--- config.mk ---
export PLATFORM = sky130hd
export DESIGN_NAME = dispcmd_interp
export DESIGN_NICKNAME = d
export VERILOG_FILES = /design/src/rtl/dci_pkg.sv /design/src/rtl/dci_framer.sv /design/src/rtl/dci_decoder.sv /design/src/rtl/dci_window.sv /design/src/rtl/dispcmd_interp.sv
export SDC_FILE = /design/constraint.sdc
export NUM_CORES = 1
export LEC_CHECK = 0
export BUFFER_PORTS_ARGS = -buffer_cell sky130_fd_sc_hd__buf_4
export CAP_MARGIN = 20
export CORE_UTILIZATION = 40
export CTS_CLUSTER_SIZE = 10
export DETAILED_ROUTE_END_ITERATION = 7
export HOLD_SLACK_MARGIN = 0.02
export SKIP_LAST_GASP = 1
export SYNTH_ARGS = -nofsm -noshare
export SYNTH_HDL_FRONTEND = slang
export SYNTH_SLANG_ARGS = --single-unit
--- constraint.sdc ---
create_clock -name clk -period 3 [get_ports clk]
set_clock_uncertainty 0.15 [all_clocks]
set_input_delay 0.15 -clock clk [delete_from_list [all_inputs] [get_ports clk]]
set_output_delay 0.15 -clock clk [all_outputs]
set_load 0.01 [all_outputs]
--- src/rtl/dci_pkg.sv ---
package dci_pkg;

   // Parser phase: what the next payload byte means
   typedef enum logic [1:0] {
      PH_CTRL   = 2'd0,
      PH_CMD    = 2'd1,
      PH_ONE    = 2'd2,
      PH_STREAM = 2'd3
   } phase_e;

   // Which argument the command channel is waiting for
   typedef enum logic [2:0] {
      PA_NONE    = 3'd0,
      PA_MODE    = 3'd1,
      PA_LEVEL   = 3'd2,
      PA_SHIFT   = 3'd3,
      PA_COL_LO  = 3'd4,
      PA_COL_HI  = 3'd5,
      PA_PAGE_LO = 3'd6,
      PA_PAGE_HI = 3'd7
   } pend_e;

   // Prefix values
   localparam logic [7:0] CTL_CMD    = 8'h80;
   localparam logic [7:0] CTL_ONE    = 8'hC0;
   localparam logic [7:0] CTL_STREAM = 8'h40;

   // Opcodes
   localparam logic [7:0] OP_SLEEP    = 8'hAE;
   localparam logic [7:0] OP_WAKE     = 8'hAF;
   localparam logic [7:0] OP_SHOW_RAM = 8'hA4;
   localparam logic [7:0] OP_ALL_LIT  = 8'hA5;
   localparam logic [7:0] OP_VID_NORM = 8'hA6;
   localparam logic [7:0] OP_VID_INV  = 8'hA7;
   localparam logic [7:0] OP_SCAN_FWD = 8'hC0;
   localparam logic [7:0] OP_SCAN_REV = 8'hC8;
   localparam logic [7:0] OP_SEG_FWD  = 8'hA0;
   localparam logic [7:0] OP_SEG_REV  = 8'hA1;
   localparam logic [7:0] OP_MODE     = 8'h20;
   localparam logic [7:0] OP_COLWIN   = 8'h21;
   localparam logic [7:0] OP_PAGEWIN  = 8'h22;
   localparam logic [7:0] OP_LEVEL    = 8'h81;
   localparam logic [7:0] OP_SHIFT    = 8'hD3;

endpackage

--- src/rtl/dci_framer.sv ---
module dci_framer
   import dci_pkg::*;
(
   input  logic       clk,
   input  logic       rst_n,
   input  logic       byte_vld,
   input  logic [7:0] byte_in,
   input  logic       txn_end,
   output logic       cmd_vld,
   output logic [7:0] cmd_byte,
   output logic       data_stb,
   output logic [7:0] data_byte
);

   phase_e phase_q, phase_d;
   logic   take_data;

   always_comb begin
      phase_d   = phase_q;
      cmd_vld   = 1'b0;
      take_data = 1'b0;
      if (byte_vld) begin
         case (phase_q)
            PH_CTRL: begin
               if (byte_in == CTL_CMD)         phase_d = PH_CMD;
               else if (byte_in == CTL_ONE)    phase_d = PH_ONE;
               else if (byte_in == CTL_STREAM) phase_d = PH_STREAM;
            end
            PH_CMD: begin
               cmd_vld = 1'b1;
               phase_d = PH_CTRL;
            end
            PH_ONE: begin
               take_data = 1'b1;
               phase_d   = PH_CTRL;
            end
            default: take_data = 1'b1;
         endcase
      end
      if (txn_end) phase_d = PH_CTRL;
   end

   assign cmd_byte = byte_in;

   always_ff @(posedge clk or negedge rst_n) begin
      if (!rst_n) begin
         phase_q   <= PH_CTRL;
         data_stb  <= 1'b0;
         data_byte <= 8'h00;
      end else begin
         phase_q  <= phase_d;
         data_stb <= take_data;
         if (take_data) data_byte <= byte_in;
      end
   end

   // a transaction end always leaves the parser in the prefix phase
   assert_end_to_ctrl_R11: assert property (@(posedge clk) disable iff (!rst_n)
      txn_end |=> phase_q == PH_CTRL);

   // a byte read as a prefix never yields data
   assert_prefix_no_data_R12: assert property (@(posedge clk) disable iff (!rst_n)
      (byte_vld && phase_q == PH_CTRL) |=> !data_stb);

   // no byte offered, no data strobe
   assert_idle_no_data_R12: assert property (@(posedge clk) disable iff (!rst_n)
      !byte_vld |=> !data_stb);

   // single data prefix consumes one byte then returns to prefix phase
   assert_one_then_ctrl_R3: assert property (@(posedge clk) disable iff (!rst_n)
      (byte_vld && phase_q == PH_ONE) |=> phase_q == PH_CTRL);

endmodule

--- src/rtl/dci_decoder.sv ---
module dci_decoder
   import dci_pkg::*;
#(
   parameter int         OFS_W     = 6,
   parameter logic [7:0] LEVEL_RST = 8'h7F
) (
   input  logic             clk,
   input  logic             rst_n,
   input  logic             cmd_vld,
   input  logic [7:0]       cmd_byte,
   input  logic             txn_end,
   output logic             disp_on,
   output logic             all_on,
   output logic             invert,
   output logic             scan_rev,
   output logic             seg_rev,
   output logic [7:0]       contrast,
   output logic [OFS_W-1:0] offset,
   output logic [1:0]       addr_mode,
   output logic             col_lo_we,
   output logic             col_hi_we,
   output logic             page_lo_we,
   output logic             page_hi_we
);

   pend_e pend_q, pend_d;
   logic  is_arg, is_op;

   assign is_arg = cmd_vld && (pend_q != PA_NONE);
   assign is_op  = cmd_vld && (pend_q == PA_NONE);

   always_comb begin
      pend_d     = pend_q;
      col_lo_we  = 1'b0;
      col_hi_we  = 1'b0;
      page_lo_we = 1'b0;
      page_hi_we = 1'b0;
      if (is_arg) begin
         case (pend_q)
            PA_COL_LO:  begin col_lo_we  = 1'b1; pend_d = PA_COL_HI;  end
            PA_COL_HI:  begin col_hi_we  = 1'b1; pend_d = PA_NONE;    end
            PA_PAGE_LO: begin page_lo_we = 1'b1; pend_d = PA_PAGE_HI; end
            PA_PAGE_HI: begin page_hi_we = 1'b1; pend_d = PA_NONE;    end
            default:    pend_d = PA_NONE;
         endcase
      end else if (is_op) begin
         case (cmd_byte)
            OP_MODE:    pend_d = PA_MODE;
            OP_LEVEL:   pend_d = PA_LEVEL;
            OP_SHIFT:   pend_d = PA_SHIFT;
            OP_COLWIN:  pend_d = PA_COL_LO;
            OP_PAGEWIN: pend_d = PA_PAGE_LO;
            default:    pend_d = pend_q;
         endcase
      end
      if (txn_end) pend_d = PA_NONE;
   end

   always_ff @(posedge clk or negedge rst_n) begin
      if (!rst_n) begin
         pend_q    <= PA_NONE;
         disp_on   <= 1'b0;
         all_on    <= 1'b0;
         invert    <= 1'b0;
         scan_rev  <= 1'b0;
         seg_rev   <= 1'b0;
         contrast  <= LEVEL_RST;
         offset    <= '0;
         addr_mode <= 2'd0;
      end else begin
         pend_q <= pend_d;
         if (is_arg) begin
            case (pend_q)
               PA_MODE:  addr_mode <= cmd_byte[1:0];
               PA_LEVEL: contrast  <= cmd_byte;
               PA_SHIFT: offset    <= cmd_byte[OFS_W-1:0];
               default:  ;
            endcase
         end
         if (is_op) begin
            case (cmd_byte)
               OP_SLEEP:    disp_on  <= 1'b0;
               OP_WAKE:     disp_on  <= 1'b1;
               OP_SHOW_RAM: all_on   <= 1'b0;
               OP_ALL_LIT:  all_on   <= 1'b1;
               OP_VID_NORM: invert   <= 1'b0;
               OP_VID_INV:  invert   <= 1'b1;
               OP_SCAN_FWD: scan_rev <= 1'b0;
               OP_SCAN_REV: scan_rev <= 1'b1;
               OP_SEG_FWD:  seg_rev  <= 1'b0;
               OP_SEG_REV:  seg_rev  <= 1'b1;
               default:     ;
            endcase
         end
      end
   end

   // brightness moves only after a command-channel byte
   assert_level_hold_R7: assert property (@(posedge clk) disable iff (!rst_n)
      !$past(cmd_vld) |-> $stable(contrast));

   // a transaction end drops any pending argument
   assert_end_drops_arg_R11: assert property (@(posedge clk) disable iff (!rst_n)
      txn_end |=> pend_q == PA_NONE);

   // panel flag stays put without command traffic
   assert_power_hold_R5: assert property (@(posedge clk) disable iff (!rst_n)
      !$past(cmd_vld) |-> $stable(disp_on));

   // at most one window write enable at a time
   assert_one_we_R8: assert property (@(posedge clk) disable iff (!rst_n)
      $onehot0({col_lo_we, col_hi_we, page_lo_we, page_hi_we}));

endmodule

--- src/rtl/dci_window.sv ---
module dci_window #(
   parameter int W      = 7,
   parameter bit ATOMIC = 1'b1
) (
   input  logic         clk,
   input  logic         rst_n,
   input  logic         lo_we,
   input  logic         hi_we,
   input  logic [7:0]   din,
   output logic [W-1:0] start_o,
   output logic [W-1:0] end_o,
   output logic         stb_o
);

   localparam logic [W-1:0] END_RST = '1;

   always_ff @(posedge clk or negedge rst_n) begin
      if (!rst_n) begin
         end_o <= END_RST;
         stb_o <= 1'b0;
      end else begin
         stb_o <= hi_we;
         if (hi_we) end_o <= din[W-1:0];
      end
   end

   generate
      if (ATOMIC) begin : g_atomic
         logic [W-1:0] stage_q;
         always_ff @(posedge clk or negedge rst_n) begin
            if (!rst_n) begin
               stage_q <= '0;
               start_o <= '0;
            end else begin
               if (lo_we) stage_q <= din[W-1:0];
               if (hi_we) start_o <= stage_q;
            end
         end

         // the start edge moves only together with the strobe
         assert_start_with_stb_R8: assert property (@(posedge clk) disable iff (!rst_n)
            !$stable(start_o) |-> stb_o);
      end else begin : g_direct
         always_ff @(posedge clk or negedge rst_n) begin
            if (!rst_n)     start_o <= '0;
            else if (lo_we) start_o <= din[W-1:0];
         end
      end
   endgenerate

   // an end argument is always followed by the strobe
   assert_end_stb_R8: assert property (@(posedge clk) disable iff (!rst_n)
      hi_we |=> stb_o);

   // the end edge moves only together with the strobe
   assert_end_with_stb_R8: assert property (@(posedge clk) disable iff (!rst_n)
      !$stable(end_o) |-> stb_o);

endmodule

--- src/rtl/dispcmd_interp.sv ---
module dispcmd_interp
   import dci_pkg::*;
#(
   parameter int         COL_W      = 7,
   parameter int         PAGE_W     = 3,
   parameter int         OFS_W      = 6,
   parameter logic [7:0] LEVEL_RST  = 8'h7F,
   parameter bit         WIN_ATOMIC = 1'b1
) (
   input  logic              clk,
   input  logic              rst_n,
   input  logic              byte_vld,
   input  logic [7:0]        byte_in,
   input  logic              txn_end,
   output logic              disp_on,
   output logic              all_on,
   output logic              invert,
   output logic              scan_rev,
   output logic              seg_rev,
   output logic [7:0]        contrast,
   output logic [OFS_W-1:0]  offset,
   output logic [1:0]        addr_mode,
   output logic [COL_W-1:0]  col_start,
   output logic [COL_W-1:0]  col_end,
   output logic [PAGE_W-1:0] page_start,
   output logic [PAGE_W-1:0] page_end,
   output logic              win_col_stb,
   output logic              win_page_stb,
   output logic              data_stb,
   output logic [7:0]        data_byte
);

   generate
      if (COL_W < 1 || COL_W > 8) begin : g_bad_col
         $error("COL_W must lie in 1..8");
      end
      if (PAGE_W < 1 || PAGE_W > 8) begin : g_bad_page
         $error("PAGE_W must lie in 1..8");
      end
      if (OFS_W < 1 || OFS_W > 8) begin : g_bad_ofs
         $error("OFS_W must lie in 1..8");
      end
   endgenerate

   logic       cmd_vld;
   logic [7:0] cmd_byte;
   logic       col_lo_we, col_hi_we, page_lo_we, page_hi_we;

   dci_framer u_framer (
      .clk       (clk),
      .rst_n     (rst_n),
      .byte_vld  (byte_vld),
      .byte_in   (byte_in),
      .txn_end   (txn_end),
      .cmd_vld   (cmd_vld),
      .cmd_byte  (cmd_byte),
      .data_stb  (data_stb),
      .data_byte (data_byte)
   );

   dci_decoder #(
      .OFS_W     (OFS_W),
      .LEVEL_RST (LEVEL_RST)
   ) u_decoder (
      .clk        (clk),
      .rst_n      (rst_n),
      .cmd_vld    (cmd_vld),
      .cmd_byte   (cmd_byte),
      .txn_end    (txn_end),
      .disp_on    (disp_on),
      .all_on     (all_on),
      .invert     (invert),
      .scan_rev   (scan_rev),
      .seg_rev    (seg_rev),
      .contrast   (contrast),
      .offset     (offset),
      .addr_mode  (addr_mode),
      .col_lo_we  (col_lo_we),
      .col_hi_we  (col_hi_we),
      .page_lo_we (page_lo_we),
      .page_hi_we (page_hi_we)
   );

   dci_window #(.W(COL_W), .ATOMIC(WIN_ATOMIC)) u_colwin (
      .clk     (clk),
      .rst_n   (rst_n),
      .lo_we   (col_lo_we),
      .hi_we   (col_hi_we),
      .din     (cmd_byte),
      .start_o (col_start),
      .end_o   (col_end),
      .stb_o   (win_col_stb)
   );

   dci_window #(.W(PAGE_W), .ATOMIC(WIN_ATOMIC)) u_pagewin (
      .clk     (clk),
      .rst_n   (rst_n),
      .lo_we   (page_lo_we),
      .hi_we   (page_hi_we),
      .din     (cmd_byte),
      .start_o (page_start),
      .end_o   (page_end),
      .stb_o   (win_page_stb)
   );

   // one byte has one role: data and command effects never coincide
   assert_one_role_R2: assert property (@(posedge clk) disable iff (!rst_n)
      !(data_stb && (win_col_stb || win_page_stb)));

endmodule

==> summary.md, run 1 <==
| Metric | Value |
|---|---|
| Outcome | complete, no violations |
| Clock power frac | between 40% and 50% |
| Slew margin rel. | ~43% |
| Synth cell types | 48 |
| Placed instance area | between 3000 and 4000 sq um |
| Post-synth top area share | around two fifths |
| Syn nets | roughly 230 |
| Post-DP HPWL | roughly 4100 microns |
| Setup_tns | 0 ns |
| Combinational group share of total power | ~8% |
| Via count | just under 2000 |
| Register area share after synthesis | a little under three fifths |
| Final setup violation count | 0 |
| Yosys reg bits | 67 |
| Mapped Cells | approximately 210 |
| Syn. warnings | 0 |
| VDD IR max | 0.247 mV |
| P_sw | 457 uW |
| CP max stage cell | nor2_4 |
| Worst hold path class | in2reg |
| TritonRoute pass-1 iters | 5 |
| Vias per cell | around 5 |
| Avg Cell Area, Syn | 14.2 sq um |
| Clk root buf | clkbuf_8 |
| Sequence of cells on the critical path | inv_1 -> ha_1 -> and2_1 -> nand2_4 -> nor2_4 -> mux2_2 |
| Setup Fix Bufs, Post-CTS | 0 |
| Hold_ws | roughly 0.039 ns |
| Number of synthesized flops with an enable pin | 0 |
| Clk sinks | 67 |
| CTS tree | done |
| RD Place Congestion | around 0.8 |
| Max-slew violation count | 0 |
| Worst-Skew Late Latency | 0.34 ns |
| GRT Resource Usage Total | between 10% and 20% |
| Maxcap violations | 0 |
| Final nets | 295 |
| DRT iter0 DRCs | between 100 and 150 |
| Rows | 31 |
| Fin crit share | 73.2% |
| Switching part of the total | between 20% and 30% |
| Die height | a little under 90 microns |
| Critical Path RT | slightly above 3 ns |
| Final wirelength | slightly above 6000 microns |
| CTS Buffer Depth | 2 |
| Antenna violations before repair | 0 |
| Leading area contributor after synthesis | dfrtp_1 |
| ANT nets after route | 0 |
| Largest net degree at the start of global routing | between 60 and 70 |
| Slew at the pin with the worst max-slew slack | 0.852 ns |
| Endpoints failing hold | 0 |
| First-pass GRT wire length | between 10000 and 15000 microns |
| Minimum clock period | about 2.2 ns |
| F_max | 455 MHz |
| Critical path type | reg2reg |
| Top_reg_cell synth | dfrtp_1 |
| Top cells by count, synth | mux2_2, dfrtp_1, dfstp_2, nand2_1, inv_1 |
| Initial Utilization | between 40 and 50% |
| Sequential power share | 45.8% |
| Register area | 1700 sq um |
| Pint | roughly 1.6 mW |
| Crit path max fanout | 15 |
| RSZ-0062 raised after global routing | no |
| Crit path DAT | between 2 and 2.5 ns |
| Mapped cell area | between 3000 and 4000 sq um |
| Final non-filler cell area | a little under 4000 sq um |
| Leakage | 1.85 nW |
| Fraction of layout cells with a size suffix above 1 | between 50 and 60% |
| Vias in the first global route | 1897 |
| Synth area leaders | dfrtp_1, mux2_2, dfstp_2 |
| CP Capture Type | flip-flop |
| Die X-Extent | between 80 and 90 microns |
| Multi-input logic area | around 1200 sq um |
| Die area | roughly 7900 sq um |
| Pwr/cell area | around 530 nW/um^2 |
| Total grt overflow | 0 |
| Core area | ~7300 sq um |
| H-tree levels | 3 |
| Total CTS buffers | 9 |
| Slowest stage delay, CP | ~0.42 ns |
| I/O pin total | 64 |
| N_diodes | 0 |
| WL/cell | between 15 and 20 microns |
| Ys async rst share | 100% |
| Area Overhead vs Synth | 27.7% |
| Startpoint types | flip-flop |
| DR DRC count | 0 |
| IO buf count | between 60 and 70 |
| Clock slew at reported path FFs | around 0.070 ns |
| Fillers | around 670 |
| Most frequent cell after synthesis | mux2_2 |
[what timing repair did]
item,CTS,global route
gates resized for setup,0,0
hold buffers,6,0
hold endpoints to repair,64,0
[registers in the layout, indices dropped and copies added (netlist names), 2 cells and up]
register and flops:
u_decoder.offset 6, u_decoder.contrast 8, u_framer.phase_q 2, u_framer.data_byte 8
u_pagewin.end_o 3, u_decoder.addr_mode 2, u_colwin.end_o 7, u_decoder.pend_q 3
u_colwin.start_o 7, u_pagewin.start_o 3, u_colwin.g_atomic.stage_q 7, u_pagewin.g_atomic.stage_q 3
[critical path: cells and delay by family (launching register included)]
kind / cells / cell delay (ns)
flip-flops: 1 / 0.36
multiplexers: 1 / 0.39
buffers and inverters: 1 / 0.09
adder cells (fa/ha/maj): 1 / 0.20
AND/OR/NAND/NOR: 3 / 0.89
[logic make-up (layout without fill, tap and decap cells)]
logic type | count (synthesis) | in the layout | synth area share, %
flops | 67 | 67 | 56.1
mux | 59 | 59 | 22.2
simple gates | 48 | 48 | 11.8
buf+inv | 19 | 92 | 3.51
compound gates | 17 | 17 | 5.29
fa+ha+maj | 2 | 2 | 0.827
xor+xnor | 1 | 1 | 0.289
[power groups by stage]
stage               Clock, mW  Combinational [mW]  Sequential, mW
floorplan                   0              0.0574           0.974
global placement            0               0.158           0.962
detailed placement          0               0.160           0.962
CTS                     0.979               0.167           0.946
global route             1.02               0.177           0.949
finish                  0.956               0.164           0.947
[worst paths after layout]
check / from / end / slack [ns] / cells past startpoint
setup / recovery: u_framer.phase_q[1] / u_colwin.start_o[3] / 0.80 / 6
hold / removal: byte_in[2] / u_colwin.g_atomic.stage_q[2] / 0.04 / 2
setup reg to reg: u_framer.phase_q[1] / u_colwin.start_o[3] / 0.80 / 6
hold reg to reg: u_colwin.g_atomic.stage_q[3] / u_colwin.start_o[3] / 0.35 / 1
max in group asynchronous: rst_n / u_pagewin.start_o[1] / 1.84 / 2
min in group asynchronous: rst_n / u_decoder.addr_mode[0] / 0.29 / 2
[final cells by class]
| class | count | area share (%) |
|---|---|---|
| Sequential cell | 67 | 43.9 |
| Timing Repair Buffer | 70 | 14.0 |
| Clock buffer | 11 | 3.92 |
| Tap cell | 99 | 3.20 |
| Multi-Input combinational cell | 127 | 31.6 |
| Inverter | 6 | 0.583 |
| Clock inverter | 5 | 2.78 |
[through the flow]
stage,instances,setup slack (ns),power [mW],utilization (%)
after floorplan,213,1.11,1.03,-
after CTS,385,0.795,2.09,53.0
final,385,0.804,2.07,53.0
after global routing,385,0.657,2.15,53.0
after detailed placement,363,0.813,1.12,48.6
after global placement,363,0.863,1.12,48.6
[cell usage in the layout, fill, tap and decap left out, types with 3 or more instances in the layout]
master / count
and3_1: 3
buf_4: 64
bufinv_16: 3
clkbuf_8: 11
dfrtp_1: 50
dfstp_2: 17
dlygate4sd3_1: 6
inv_1: 6
mux2_1: 3
mux2_2: 54
nand2_1: 9
nand4_1: 3
nor2_1: 5
nor2_2: 3
nor2b_1: 3
nor3_2: 3
[routing by layer]
metal | GRT usage [%] | up-vias | routed length [microns]
li1 | - | 906 | -
met2 | 25.3 | 69 | 2830
met4 | 7.79 | 0 | 82
met3 | 4.80 | 7 | 353
met1 | 24.8 | 977 | 2970
met5 | 0 | - | 0
Note: power is estimated with default switching activity, not from simulation.
==> inputs of run 2 (changes only) <==
Clock period 3 ns to 2.15 ns, I/O delays scaled along.
==> summary.md, run 2 (synthesized netlist as in run 1, its figures left out) <==
| Metric | Value |
|---|---|
| Slowest stage delay, CP | roughly 0.38 ns |
| Clk sinks | 67 |
| TritonRoute pass-1 iters | 4 |
| WL/cell | 16.6 microns |
| Final nets | a little over 300 |
| Tot Pwr | 2.65 mW |
| CP max stage cell | mux2_2 |
| Leakage | between 1.5 and 2 nW |
| RSZ-0062 raised after global routing | no |
| Final wirelength | roughly 6600 microns |
| Fin crit share | 88.6% |
| Outcome | complete, no violations |
| Sequence of cells on the critical path | inv_1 -> ha_1 -> and2_1 -> nand2_4 -> nor2_2 -> mux2_2 |
| Pwr/cell area | 680 nW/um^2 |
| IO buf count | 63 |
| Antenna violations before repair | 0 |
| Die X-Extent | 89.0 microns |
| Clock slew at reported path FFs | roughly 0.080 ns |
| First-pass GRT wire length | around 11000 microns |
| CTS Buffer Depth | 2 |
| Critical Path RT | 2.23 ns |
| Endpoints failing hold | 0 |
| Die height | ~89 microns |
| Post-DP HPWL | about 4300 microns |
| PostCTS Resize Cnt | 0 |
| ANT nets after route | 0 |
| CP Capture Type | flip-flop |
| Minimum clock period | 1.90 ns |
| Utilization after layout | 53.5% |
| Largest net degree at the start of global routing | 68 |
| Max-slew violation count | 0 |
| Most common cell after layout, fill and taps aside | buf_4 |
| Crit path DAT | around 2 ns |
| Critical path type | reg2reg |
| Crit path max fanout | 6 |
| Hold_ws | roughly 0.04 ns |
| F_max | between 500 and 600 MHz |
| RD Place Congestion | between 0.8 and 0.9 |
| I/O pin total | 64 |
| DR DRC count | 0 |
| Setup_tns | 0 ns |
| Slew at the pin with the worst max-slew slack | roughly 0.85 ns |
| Placed insts | 370 |
| Biggest registers after layout | u_decoder.contrast (8), u_framer.data_byte (8) |
| Top delay family on crit path | simple AND/OR/NAND/NOR gates |
| Worst-Skew Late Latency | 0.34 ns |
| N_diodes | 0 |
| Slew margin rel. | ~43% |
| Startpoint types | flip-flop |
| Most frequent cells in the layout | buf_4, mux2_2, dfrtp_1, dfstp_2, clkbuf_8 |
| Total CTS buffers | 9 |
| DRT iter0 DRCs | 112 |
| Fraction of layout cells with a size suffix above 1 | approximately 60% |
| VDD IR max | roughly 0.39 mV |
| Area Overhead vs Synth | 28.9% |
| Worst hold path class | in2reg |
| CTS tree | done |
| Core area | approximately 7300 sq um |
| Via count | 2017 |
| Vias in the first global route | between 1500 and 2000 |
| Rows | 31 |
| H-tree levels | 3 |
| Fillers | approximately 680 |
| GRT Resource Usage Total | 18.4% |
| Post-Layout Cell Count | approximately 400 |
| Final setup violation count | 0 |
| Total grt overflow | 0 |
| Vias per cell | around 5.1 |
| Maxcap violations | 0 |
| Die area | between 7000 and 8000 sq um |
| Crit path buf inv count | 1 |
| Initial Utilization | approximately two fifths |
| Clk root buf | clkbuf_8 |
run 2: cell types whose count changed in the layout (fill, tap and decap cells not counted), sizes merged:
cell	before	now
buf	64	71
dlygate4sd3	6	9
bufinv	3	1
clkinv	1	2
clkinvlp	0	1
run 2: path summary, 6_finish.rpt:
check	slack (ns)	end	depth (start not counted)	start
setup reg to reg	0.25	u_decoder.offset[2]	6	u_framer.phase_q[1]
min in group asynchronous	0.26	u_framer.phase_q[0]	2	rst_n
setup / recovery	0.25	u_decoder.offset[2]	6	u_framer.phase_q[1]
hold / removal	0.04	u_decoder.seg_rev	2	byte_in[0]
hold reg to reg	0.35	u_decoder.seg_rev	1	u_decoder.seg_rev
max in group asynchronous	1.03	u_framer.data_byte[5]	2	rst_n
run 2: repair_timing:
action | CTS | global route
hold buffers | 9 | 0
hold endpoints to repair | 85 | 0
endpoints found under the setup margin | 0 | 0
buffers inserted | 0 | 0
run 2: where the power goes:
group	switching, mW	internal [mW]
clock	0.495	0.603
combinational	0.125	0.110
sequential	0.0196	1.30
run 2: layout make-up:
cell class | count | area, sq um | area share [%]
Sequential cell | 67 | 1700 | 43.5
Multi-Input combinational cell | 127 | 1220 | 31.3
Timing Repair Buffer | 80 | 623 | 16.0
Clock buffer | 11 | 151 | 3.88
Inverter | 6 | 22.5 | 0.577
Tap cell | 99 | 124 | 3.18
Clock inverter | 5 | 60.1 | 1.54
run 2: routing by layer:
layer  GRT usage (%)  wire, microns  vias up
met1            23.9           2990     1018
met2            29.2           3190       61
met4            8.23            108        0
met5               0              0        -
li1                -              -      931
met3            4.89            280        7
run 2: metrics by stage:
step / instance area, sq um / worst slack, ns
2_1_floorplan: 3030 / 0.259
3_3_place_gp: 3600 / 0.261
3_5_place_dp: 3600 / 0.245
4_1_cts: 3900 / 0.229
5_1_grt: 3900 / 0.120
6_report: 3900 / 0.245
==> inputs of run 3 (changes only) <==
Clock period 2.15 ns to 2.3 ns, I/O delays scaled along.
==> summary.md, run 3 (synthesized netlist as in run 1, its figures left out) <==
| Metric | Value |
|---|---|
| Final setup violation count | 0 |
| Most frequent cells in the layout | buf_4, mux2_2, dfrtp_1, dfstp_2, clkbuf_8 |
| Rows | 31 |
| First-pass GRT wire length | approximately 10000 microns |
| Worst Slack Setup Final | between 0.3 and 0.4 ns |
| Placed instance area | between 3000 and 4000 sq um |
| TritonRoute pass-1 iters | 4 |
| Tot Pwr | around 2.6 mW |
| Critical Path RT | around 2.4 ns |
| Fin crit share | 83.3% |
| RD Place Congestion | 0.867 |
| Total grt overflow | 0 |
| CTS Buffer Depth | 2 |
| VDD IR max | 0.398 mV |
| Outcome | complete, no violations |
| Clk root buf | clkbuf_8 |
| Minimum clock period | 1.92 ns |
| DRT iter0 DRCs | 140 |
| ANT nets after route | 0 |
| Setup_tns | 0 ns |
| RSZ-0062 raised after global routing | no |
| Slowest stage delay, CP | ~0.38 ns |
| Die area | 7920 sq um |
| Total CTS buffers | 9 |
| Clk sinks | 67 |
| Slew margin rel. | 43.2% |
| Worst-Skew Late Latency | around 0.35 ns |
| Largest net degree at the start of global routing | 68 |
| Endpoints failing hold | 0 |
| F_max | around 520 MHz |
| Utilization after layout | about 54% |
| Fraction of layout cells with a size suffix above 1 | 59.4% |
| CTS tree | done |
| CP Capture Type | flip-flop |
| Pint | around 2 mW |
| Maxcap violations | 0 |
| Die X-Extent | 89.0 microns |
| Clock slew at reported path FFs | around 0.08 ns |
| Switching part of the total | approximately 23% |
| Antenna violations before repair | 0 |
| Via count | between 2000 and 2500 |
| Crit path DAT | between 1.5 and 2 ns |
| Vias in the first global route | slightly below 2000 |
| Leakage | around 1.9 nW |
| Worst hold path class | in2reg |
| Final non-filler cell area | slightly below 4000 sq um |
| Final nets | around 300 |
| Combinational group share of total power | 8.4% |
| I/O pin total | 64 |
| Clock power frac | about 44% |
| DR DRC count | 0 |
| Final wirelength | 6440 microns |
| CP max stage cell | mux2_2 |
| Crit path buf inv count | 1 |
| N_diodes | 0 |
| GRT Resource Usage Total | between 15 and 20% |
| Biggest registers after layout | u_decoder.contrast (8), u_framer.data_byte (8) |
| WL/cell | between 15 and 20 microns |
| Critical path type | reg2reg |
| Top delay family on crit path | simple AND/OR/NAND/NOR gates |
| P_sw | roughly 600 uW |
| Sequential power share | a little under half |
| Die height | just under 90 microns |
| Pwr/cell area | roughly 660 nW/um^2 |
| Crit path max fanout | 6 |
| PostCTS Resize Cnt | 0 |
| Initial Utilization | 41.5% |
| Core area | between 7000 and 8000 sq um |
| Fillers | 660 |
| IO buf count | between 60 and 70 |
| Register area | 1700 sq um |
| Slew at the pin with the worst max-slew slack | ~0.85 ns |
| Multi-input logic area | 1220 sq um |
| Startpoint types | flip-flop |
| H-tree levels | 3 |
| Max-slew violation count | 0 |
| Area Overhead vs Synth | 29.4% |
| Pre-CTS setup slack | 0.402 ns |
| Sequence of cells on the critical path | inv_1 -> ha_1 -> and2_1 -> nand2_4 -> nor2_2 -> mux2_2 |
| Vias per cell | approximately 5.2 |
| Post-DP HPWL | 4160 microns |
| Most common cell after layout, fill and taps aside | buf_4 |
[run 3: layout make-up]
type	count	area share [%]
inverter	6	0.575
clock buffer	11	3.87
clock inverter	5	2.14
sequential	67	43.4
tap	99	3.16
timing repair buffer	77	15.7
multi-input combinational	127	31.2
[run 3: final timing paths]
check                                             start  cells after the start  slack [ns]                            to
setup / recovery                    u_framer.phase_q[1]                      6        0.38           u_decoder.offset[3]
hold / removal                               byte_in[0]                      2        0.03             u_decoder.disp_on
setup reg to reg                    u_framer.phase_q[1]                      6        0.38           u_decoder.offset[3]
hold reg to reg            u_colwin.g_atomic.stage_q[4]                      1        0.35  u_colwin.g_atomic.stage_q[4]
max in group asynchronous                         rst_n                      2        1.17         u_framer.data_byte[3]
min in group asynchronous                         rst_n                      2        0.23         u_framer.data_byte[7]
[run 3: per-stage QoR]
step / hold slack [ns] / std cells
2_1_floorplan: -0.331 / 213
3_3_place_gp: 0.135 / 367
3_5_place_dp: 0.131 / 367
4_1_cts: 0.0319 / 392
5_1_grt: 0.0481 / 392
6_report: 0.0310 / 392
[run 3: routing by layer]
metal | wire length [microns] | up-vias | share of wire (%) | track usage, %
met4 | 107 | 0 | 1.7 | 9.38
met3 | 290 | 10 | 4.5 | 4.52
met2 | 2980 | 67 | 46 | 25.8
met5 | 0 | - | 0 | 0
li1 | - | 933 | - | -
met1 | 3060 | 1021 | 48 | 25.2
[run 3: timing repair]
item	in CTS	in global routing
hold endpoints to repair	82	0
buffers inserted	0	0
hold buffers	9	0
[run 3: power by group through the flow]
stage	Combinational, mW	Sequential (mW)	Clock, mW
finish	0.217	1.23	1.14
global route	0.235	1.24	1.24
CTS	0.221	1.23	1.17
detailed placement	0.208	1.25	0
global placement	0.208	1.25	0
floorplan	0.0749	1.27	0
